$ cat src/rtl/i2c_adc_target.sv
module i2c_adc_target #(
  parameter logic [3:0] DEV_CODE    = 4'b1101,
  parameter int         SYNC_STAGES = 2
) (
  input  logic        clk,
  input  logic        rst_n,
  input  logic        scl_i,
  input  logic        sda_i,
  output logic        sda_oe,
  input  logic [2:0]  addr_sel,
  input  logic        res_wide,
  input  logic [23:0] result,
  input  logic [7:0]  status,
  output logic        cfg_wr,
  output logic [7:0]  cfg_data,
  output logic        rd_done
);

  localparam logic [2:0] S_IDLE = 3'd0, S_ADDR = 3'd1, S_AACK = 3'd2, S_WR = 3'd3,
                         S_WACK = 3'd4, S_TX = 3'd5, S_MACK = 3'd6, S_MNXT = 3'd7;

  logic [SYNC_STAGES:0] scl_q, sda_q;
  logic s_scl, p_scl, s_sda, p_sda;
  logic start_c, stop_c, rise, fall;

  assign s_scl = scl_q[SYNC_STAGES-1];
  assign p_scl = scl_q[SYNC_STAGES];
  assign s_sda = sda_q[SYNC_STAGES-1];
  assign p_sda = sda_q[SYNC_STAGES];
  assign start_c = s_scl & p_scl & p_sda & ~s_sda;
  assign stop_c  = s_scl & p_scl & ~p_sda & s_sda;
  assign rise    = s_scl & ~p_scl;
  assign fall    = ~s_scl & p_scl;

  logic [2:0]  st;
  logic [3:0]  cnt;
  logic [7:0]  sh, tx, nxt;
  logic        rw, wide;
  logic [2:0]  idx, idx_inc, done_idx;
  logic [23:0] snap;

  assign done_idx = wide ? 3'd3 : 3'd2;
  assign idx_inc  = (idx == 3'd4) ? idx : idx + 3'd1;

  always_comb begin
    case ({wide, idx})
      4'b1_000:           nxt = snap[23:16];
      4'b1_001, 4'b0_000: nxt = snap[15:8];
      4'b1_010, 4'b0_001: nxt = snap[7:0];
      default:            nxt = status;
    endcase
  end

  always_ff @(posedge clk or negedge rst_n) begin
    if (!rst_n) begin
      scl_q    <= '1;
      sda_q    <= '1;
      st       <= S_IDLE;
      cnt      <= '0;
      sh       <= '0;
      tx       <= '0;
      rw       <= 1'b0;
      wide     <= 1'b0;
      idx      <= '0;
      snap     <= '0;
      sda_oe   <= 1'b0;
      cfg_wr   <= 1'b0;
      cfg_data <= '0;
      rd_done  <= 1'b0;
    end else begin
      scl_q   <= {scl_q[SYNC_STAGES-1:0], scl_i};
      sda_q   <= {sda_q[SYNC_STAGES-1:0], sda_i};
      cfg_wr  <= 1'b0;
      rd_done <= 1'b0;
      if (start_c) begin
        st     <= S_ADDR;
        cnt    <= '0;
        sda_oe <= 1'b0;
      end else if (stop_c) begin
        st     <= S_IDLE;
        sda_oe <= 1'b0;
      end else begin
        case (st)
          S_ADDR, S_WR: begin
            if (rise) begin
              sh  <= {sh[6:0], s_sda};
              cnt <= cnt + 4'd1;
            end else if (fall && cnt == 4'd8) begin
              if (st == S_WR) begin
                cfg_wr   <= 1'b1;
                cfg_data <= sh;
                sda_oe   <= 1'b1;
                st       <= S_WACK;
              end else if (sh[7:1] == {DEV_CODE, addr_sel}) begin
                sda_oe <= 1'b1;
                rw     <= sh[0];
                idx    <= '0;
                snap   <= result;
                wide   <= res_wide;
                st     <= S_AACK;
              end else begin
                st <= S_IDLE;
              end
            end
          end
          S_AACK: if (fall) begin
            cnt <= '0;
            if (rw) begin
              tx     <= nxt;
              sda_oe <= ~nxt[7];
              idx    <= idx_inc;
              st     <= S_TX;
            end else begin
              sda_oe <= 1'b0;
              st     <= S_WR;
            end
          end
          S_WACK: if (fall) begin
            sda_oe <= 1'b0;
            cnt    <= '0;
            st     <= S_WR;
          end
          S_TX: begin
            if (rise) cnt <= cnt + 4'd1;
            else if (fall) begin
              if (cnt == 4'd8) begin
                sda_oe <= 1'b0;
                st     <= S_MACK;
              end else begin
                tx     <= {tx[6:0], 1'b0};
                sda_oe <= ~tx[6];
              end
            end
          end
          S_MACK: if (rise) begin
            if (s_sda) st <= S_IDLE;
            else begin
              st <= S_MNXT;
              if (idx == done_idx) rd_done <= 1'b1;
            end
          end
          S_MNXT: if (fall) begin
            tx     <= nxt;
            sda_oe <= ~nxt[7];
            idx    <= idx_inc;
            cnt    <= '0;
            st     <= S_TX;
          end
          default: ;
        endcase
      end
    end
  end

endmodule

$ cat config.mk
export PLATFORM = sky130hd
export DESIGN_NAME = i2c_adc_target
export DESIGN_NICKNAME = d
export VERILOG_FILES = /design/src/rtl/i2c_adc_target.sv
export SDC_FILE = /design/constraint.sdc
export NUM_CORES = 1
export LEC_CHECK = 0
export ABC_AREA = 1
export BUFFER_PORTS_ARGS = -buffer_cell sky130_fd_sc_hd__buf_2
export CAP_MARGIN = 40
export CORE_UTILIZATION = 35
export DETAILED_ROUTE_END_ITERATION = 8
export RECOVER_POWER = 50
export SLEW_MARGIN = 30
export SYNTH_ARGS = -nofsm -noshare
export SYNTH_HDL_FRONTEND = slang
export SYNTH_SLANG_ARGS = --single-unit
$ cat constraint.sdc
create_clock -name clk -period 3.8 [get_ports clk]
set_input_delay 0 -clock clk [delete_from_list [all_inputs] [get_ports clk]]
set_output_delay 0 -clock clk [all_outputs]
set_load 0.02 [all_outputs]
; After elaboration in Yosys (flattened, before gate mapping)
; Cells that the tools add are included.
[totals]
reg_bits = 68
in_bits = 40
elab_cells = 156
[classes]
n_addsub = 2
eq_ne = 38
mux = 65
bitwise_logic = 17
reduce_logical = 20
[op_table]
columns = cell, n
row1 = 3-bit 2-to-1 mux, 22
row2 = 7-bit 2-to-1 mux, 6
row3 = "4-bit != test, second input constant", 9
row4 = 1-bit 2-to-1 mux, 26
row5 = 8-bit one-hot mux with 3 select lines, 1
row6 = "2-bit != test, second input constant", 11
row7 = 7-bit one-hot mux with 3 select lines, 1
row8 = 10-bit AND reduction, 2
row9 = 3-bit one-hot mux with 6 select lines, 1
row10 = 9-bit AND reduction, 2
row11 = "4-bit equality test, second input constant", 4
row12 = 4-bit 2-to-1 mux, 4
row13 = "3-bit equality test, second input constant", 5
row14 = 1-bit NOT, 10
row15 = 3-bit one-hot mux with 3 select lines, 1
row16 = 3-bit nonzero test, 3
row17 = 4-bit one-hot mux with 2 select lines, 1
row18 = 4-bit AND reduction, 2
row19 = 8-bit nonzero test, 1
row20 = 1-bit bitwise AND, 7
row21 = 7-bit equality test, 1
row22 = 7-bit AND reduction, 1
row23 = 7-bit nonzero test, 1
row24 = "3-bit by 2-bit equality test with 1-bit output, second input constant", 2
row25 = 14 further kinds, 18

; Longest topological paths before layout
; Gate-level depths: netlist (run 1).
[depth]
ltp_word = 9
ltp_mapped = 12
depth_no_buf = 12

; Worst setup path before layout (run 1)
; OpenSTA, ideal clock, no wires.
[synth_path]
path_type = register -> register
startpoint = register cnt[0]
endpoint = register st[1]
setup_time_ns = 0.117
t_arrival_ns = 1.485
path_slack_ns = 2.198
stages_incl_launch_ff = 12
path_buffers = 0
period_less_slack_ns = 1.602
path_cell_list = dfrtp_1 -> inv_1 -> ha_1 -> nand2_1 -> nor2_1 -> nand2_1 -> nand3_1 -> nand2_1 -> a21oi_2 -> nand2_1 -> nand2_1 -> nand2_1
[synth_between]
elab_chain_cells = 4
elab_cells_between_ends = 5
classes_between = eq/ne (3) / reduce/logical (2)
[synth_lines]
columns = element, line
row1 = "start, declared", 36  ; logic [3:0] cnt;
row2 = "start signal, assigned", 87  ; cnt <= cnt + 4'd1;
row3 = "start signal, assigned", 124  ; if (rise) cnt <= cnt + 4'd1;
row4 = 4-bit equality test (*), "88, 126"
row5 = 1-bit logical AND, 88  ; end else if (fall && cnt == 4'd8) begin
row6 = 4-bit != test (no source line), n/a
row7 = 10-bit AND reduction (no source line) (*), n/a
row8 = "end signal, assigned", 93  ; st <= S_WACK;
row9 = "end signal, assigned", 128  ; st <= S_MACK;
row10 = "end signal, assigned", 136  ; if (s_sda) st <= S_IDLE;
row11 = "end, declared", 35  ; logic [2:0] st;
; Every way passes the cells marked *; elsewhere a longest branch is shown, timed or not.
; A chain may end at the register's enable or synchronous reset.

==> summary.md, run 1 <==
| Metric | Value |
|---|---|
| Status | `finished with violations` |
| Failing checks | `max-capacitance violations, max-slew violations` |
| Worst Setup SP | `rst_n` |
| Die width | `103 um` |
| Most used DFF post-synth | `dfrtp_1` |
| CTS clk-pin slew, worst paths | `70 ps` |
| RSZ-0062 raised after global routing | `no` |
| Combinational share of power | `0.285` |
| Vias in the first global route | `2980` |
| Total wire length | `8.19 mm` |
| Nets | `600` |
| Synth Register Bits | `68` |
| Post-CTS Resized | `0` |
| R2r startpoint | `sda_q[1]` |
| Asr flop ratio synth | `1.00` |
| Worst setup path endpoint | `scl_q[0]` |
| Top cells by count, synth | `nand2_1, dfrtp_1, inv_1, nor2_1, nand3_1` |
| RR Endpoint | `snap[11]` |
| Row count | `36` |
| CTS tree | `built` |
| Top-area cell type share of the netlist area | `0.434` |
| Sw Ratio | `0.346` |
| Sum Neg Setup Slack | `0 ps` |
| FF-to-FF setup slack | `1410 ps` |
| Global-route wire length before repair | `13.7 mm` |
| GRT overflow | `0` |
| Fill cells | `1049` |
| WS Path Type | `primary input to asynchronous set/reset pin` |
| Critical Path RT | `4230 ps` |
| Pwr dens | `475 mW/mm^2` |
| Register area | `around 0.0017 mm^2` |
| Internal | `1370 uW` |
| Area of the multi-input gates | `0.00161 mm^2` |
| Top-count cell post-synth | `nand2_1` |
| Tcrit/Tclk final | `0.675` |
| H-tree depth | `3` |
| Largest net degree at the start of global routing | `47` |
| Crit-path cells | `dlygate4sd3_1 -> clkbuf_1 -> clkbuf_2` |
| Startpoint class of the critical path | `primary input` |
| EDFF count, synth | `0` |
| Least-Margin Pin Slew | `2450 ps` |
| PortBufs | `50` |
| Top cells by area, synth | `dfrtp_1, nand2_1, dfstp_2` |
| Synthesized cell area | `0.00357 mm^2` |
| Syn Area/Cell | `roughly 7.7 um^2` |
| Max Freq | `0.390 GHz` |
| Total GRT Usage | `0.170` |
| Class of the worst hold path | `primary input to register` |
| Number of diodes | `0` |
| Psw | `slightly above 700 uW` |
| Final number of setup-violating endpoints | `0` |
| Setup Skew | `approximately 8.3 ps` |
| Pins Over Slew Limit | `47` |
| Area delta synth->final | `23.8%` |
| CTS Root Cell | `clkbuf_8` |
| Vias | `3172` |
| VDD IR-drop max | `0.000231 V` |
| DRC | `0` |
| DR iter-0 viols | `132` |
| Routed Antenna Nets | `0` |
| Die area | `about 0.011 mm^2` |
| Via density | `around 4.6` |
| Tmin final | `2560 ps` |
| Core area | `0.00982 mm^2` |
| Crit path capture type | `asynchronous set/reset pin` |
| Post-Syn Instances | `466` |
| Latest clock arrival within the worst-skew pair | `340 ps` |
| WHS | `10.0 ps` |
| Crit-path max cell delay | `about 1700 ps` |
| Ports | `51` |
| Hold Vio Cnt, Final | `0` |
| Lkg Pwr | `0.00227 uW` |
| Starting Density | `0.364` |
| Reg2reg path depth | `7` |
| Synth area leader | `dfrtp_1` |
| Slowest stage cell, crit path | `clkbuf_1` |
| Clock share of power | `0.276` |
| CTS Buffer Depth | `2` |
| CTS sink cnt | `68` |
| GP Congestion | `0.846` |
| Die Span Y | `roughly 100 um` |
| Rel. slew slack | `-0.632` |
| Post-DP HPWL | `5.87 mm` |
| Max-Cap Viols | `1` |
| Router iterations before antenna repair | `4` |
| Share of layout cells above drive strength 1 | `0.177` |
| Seq pwr share | `0.439` |
| TritonCTS Buffers | `9` |
| Synth cell types | `32` |
| Initial antenna violation count | `0` |
| Seq/Total Area, Yosys | `0.478` |
| CP Data Arrival Time | `about 3000 ps` |
| CP Max Fanout | `46` |
| Mapped Nets | `512` |
| Ys Warns | `0` |
| Wirelength per Cell | `11.8 um` |
## power by group through the flow
stage / clock, uW / sequential [uW] / combinational (uW)
final: 581 / 924 / 598
after floorplan: 0 / 912 / 431
after global routing: 630 / 938 / 703
after detailed placement: 0 / 936 / 575
after CTS: 602 / 923 / 603
after global placement: 0 / 933 / 570
## cells in the final DEF, fill, tap and decap left out, types with 3 or more instances in the layout
cell | netlist | layout
clkbuf_1 | 1 | 15
o21ai_1 | 8 | 8
clkinv_2 | 1 | 3
nand4_1 | 4 | 4
nand2_1 | 191 | 191
nor2_2 | 4 | 4
nor2_1 | 31 | 31
ha_1 | 6 | 6
nand3_1 | 27 | 27
xor2_1 | 3 | 3
nand2_2 | 22 | 22
clkbuf_8 | 0 | 10
dlygate4sd3_1 | 0 | 33
inv_1 | 38 | 38
buf_2 | 3 | 38
a21oi_1 | 13 | 13
inv_2 | 6 | 6
dfrtp_1 | 62 | 62
o21ai_0 | 22 | 22
dfstp_2 | 6 | 4
## routing by layer
metal  vias to the layer above  wire, um  global-route usage  part of all wire
li1                       1629         -                   -                 -
met4                         0       185              0.0791             0.023
met3                        15       352              0.0359             0.043
met5                         -         0                   0                 0
met2                        73      3760               0.258              0.46
met1                      1455      3890               0.232              0.47
## logic make-up (layout without fill, tap and decap cells)
| group | count (synthesis) | after routing | share of synthesized area |
|---|---|---|---|
| flops | 68 | 68 | 0.478 |
| xor+xnor | 3 | 3 | 0.00735 |
| compound gates | 46 | 46 | 0.0672 |
| buf+inv | 54 | 147 | 0.0725 |
| simple gates | 289 | 289 | 0.354 |
| fa+ha+maj | 6 | 6 | 0.0210 |
## registers in the layout, summed over array words and instances, names as in the netlist, 4 cells and up
register	cells
snap	24
cfg_data	8
sh	8
tx	7
cnt	4
## per-stage QoR
step,utilization,total power (uW),setup WS [ps],instances,area [um^2]
after CTS,0.452,2130,1460,691,4440
after global placement,0.399,1500,1520,642,3920
final,0.451,2100,1240,692,4430
after floorplan,-,1340,2200,466,3570
after detailed placement,0.399,1510,1470,642,3920
after global routing,0.451,2270,626,692,4430
## area by class of cell
type	instances	share of cell area
Tap cell	133	0.0376
Clock buffer	13	0.0336
Inverter	45	0.0385
Timing Repair Buffer	86	0.132
Sequential cell	68	0.386
Multi-Input combinational cell	344	0.363
Clock inverter	3	0.00905
## worst min-delay path by stage
stage,startpoint,to,slack [ps],cells after the start
floorplan,rst_n,cfg_data[0],-300,0
detailed placement,rst_n,cfg_data[3],40,1
global route,status[1],tx[1],20,5
CTS,status[1],tx[1],2,5
global placement,sda_i,sda_q[0],110,1
finish,status[1],tx[1],10,5
## worst max-delay path: cells and delay by family
| kind | cells | cell delay, ps |
|---|---|---|
| buffers and inverters | 3 | 2970 |
## repair_timing
item | in CTS | in global routing
buffers inserted | 0 | 0
hold endpoints to repair | 74 | 0
hold buffers | 33 | 0
endpoints found under the setup margin | 0 | 0
No activity file was read; power rests on OpenSTA's default activity.
==> inputs of run 2 (changes only) <==
- clock period: 3.8 -> 2.65 ns (I/O delays scaled with it)
==> summary.md, run 2 (synthesis results as in run 1) <==
| Metric | Value |
|---|---|
| Status | `finished clean` |
| CTS Buffer Depth | `2` |
| Biggest regs | `snap (24), cfg_data (8), sh (8)` |
| GRT overflow | `0` |
| Ports | `51` |
| Tmin final | `2000 ps` |
| Wirelength per Cell | `12.4 um` |
| Hold Vio Cnt, Final | `0` |
| Core area | `0.00982 mm^2` |
| Routed Antenna Nets | `0` |
| Global-route wire length before repair | `14.0 mm` |
| Total wire length | `8.59 mm` |
| Via density | `4.57` |
| CTS tree | `built` |
| CP Data Arrival Time | `roughly 2200 ps` |
| Max FFs per register | `24` |
| Total GRT Usage | `0.173` |
| Least-Margin Pin Slew | `~1200 ps` |
| RSZ-0062 raised after global routing | `no` |
| Critical Path RT | `2870 ps` |
| Die area | `0.0106 mm^2` |
| Initial antenna violation count | `0` |
| Hold Path Depth | `8` |
| TritonCTS Buffers | `9` |
| Vias | `between 3k and 4k` |
| Biggest register | `snap` |
| Class of the worst hold path | `primary input to register` |
| Final number of setup-violating endpoints | `0` |
| Number of diodes | `0` |
| DR iter-0 viols | `163` |
| Lkg Pwr | `0.00236 uW` |
| Tcrit/Tclk final | `0.754` |
| CTS clk-pin slew, worst paths | `~80 ps` |
| CTS Root Cell | `clkbuf_8` |
| Commonest non-fill, non-tap cells in the layout | `nand2_1, dfrtp_1, buf_2, inv_1, dlygate4sd3_1` |
| Die Span Y | `~100 um` |
| Post-DP HPWL | `between 5 and 6 mm` |
| Post-CTS setup buffers | `0` |
| GP Congestion | `0.852` |
| Area delta synth->final | `26.5%` |
| Pins Over Slew Limit | `0` |
| CTS sink cnt | `68` |
| Rel. slew slack | `0.223` |
| Die width | `103 um` |
| VDD IR-drop max | `approximately 0.00032 V` |
| Pwr dens | `about 700 mW/mm^2` |
| Sum Neg Setup Slack | `0 ps` |
| Row count | `36` |
| Max-Cap Viols | `0` |
| Max Freq | `roughly 0.5 GHz` |
| H-tree depth | `3` |
| Setup Skew | `9.48 ps` |
| Latest clock arrival within the worst-skew pair | `350 ps` |
| Vias in the first global route | `2986` |
| Reg2reg path depth | `6` |
| Nets | `603` |
| Share of layout cells above drive strength 1 | `0.203` |
| Fill cells | `1030` |
| Post-CTS Resized | `0` |
| Most common cell after layout, fill and taps aside | `nand2_1` |
| PortBufs | `50` |
| Starting Density | `0.364` |
| Startpoint class of the critical path | `register` |
| CTS Hold Bufs | `35` |
| Largest net degree at the start of global routing | `50` |
| Router iterations before antenna repair | `4` |
| CP Max Fanout | `26` |
| Crit path capture type | `register` |
| DRC | `0` |
| WS Path Type | `register to register` |
| WHS | `203 ps` |
==> run 2: metrics by stage <==
stage	total power (uW)	util	instance area, um^2	std cells	worst slack (ps)
floorplan	1930	-	3570	466	1050
global placement	2160	0.400	3920	643	770
detailed placement	2180	0.402	3950	644	728
CTS	3180	0.461	4530	695	717
global route	3380	0.460	4520	695	474
finish	3150	0.460	4520	695	652
==> run 2: final cells by class <==
class	instances	area, um^2	area share
clock buffers	9	124	0.0274
clock inverters	7	100	0.0221
inverters	45	170	0.0376
multi-input cells	344	1610	0.355
flip-flops and latches	68	1710	0.378
well taps	133	166	0.0368
repair buffers	89	647	0.143
==> run 2: report_power, final <==
part,switching [uW],internal [uW],total (uW)
Clock,417,536,953
Combinational,548,327,876
Sequential,129,1190,1320
==> run 2: worst paths after layout <==
check / startpoint / end / slack [ps]
worst max register to register: sda_q[1] / snap[23] / 650
worst min-delay path: status[7] / sda_oe / 200
min in group asynchronous: rst_n / cfg_data[3] / 490
worst max-delay path: sda_q[1] / snap[23] / 650
max in group asynchronous: rst_n / sda_q[2] / 1300
worst min register to register: sda_q[0] / sda_q[1] / 360
==> run 2: worst max-delay path, stage by stage (launching register included) <==
cell	delay, ps
dfstp_1	650
nor3_2	110
nor2_4	280
nand4_2	120
nor2_2	180
buf_4	380
o21ai_0	120
==> run 2: per-layer routing <==
layer	vias to the layer above	GRT usage	share of wire
li1	1632	-	-
met1	1467	0.237	0.46
met2	62	0.269	0.48
met3	14	0.0373	0.034
met4	0	0.0650	0.021
met5	-	0	0
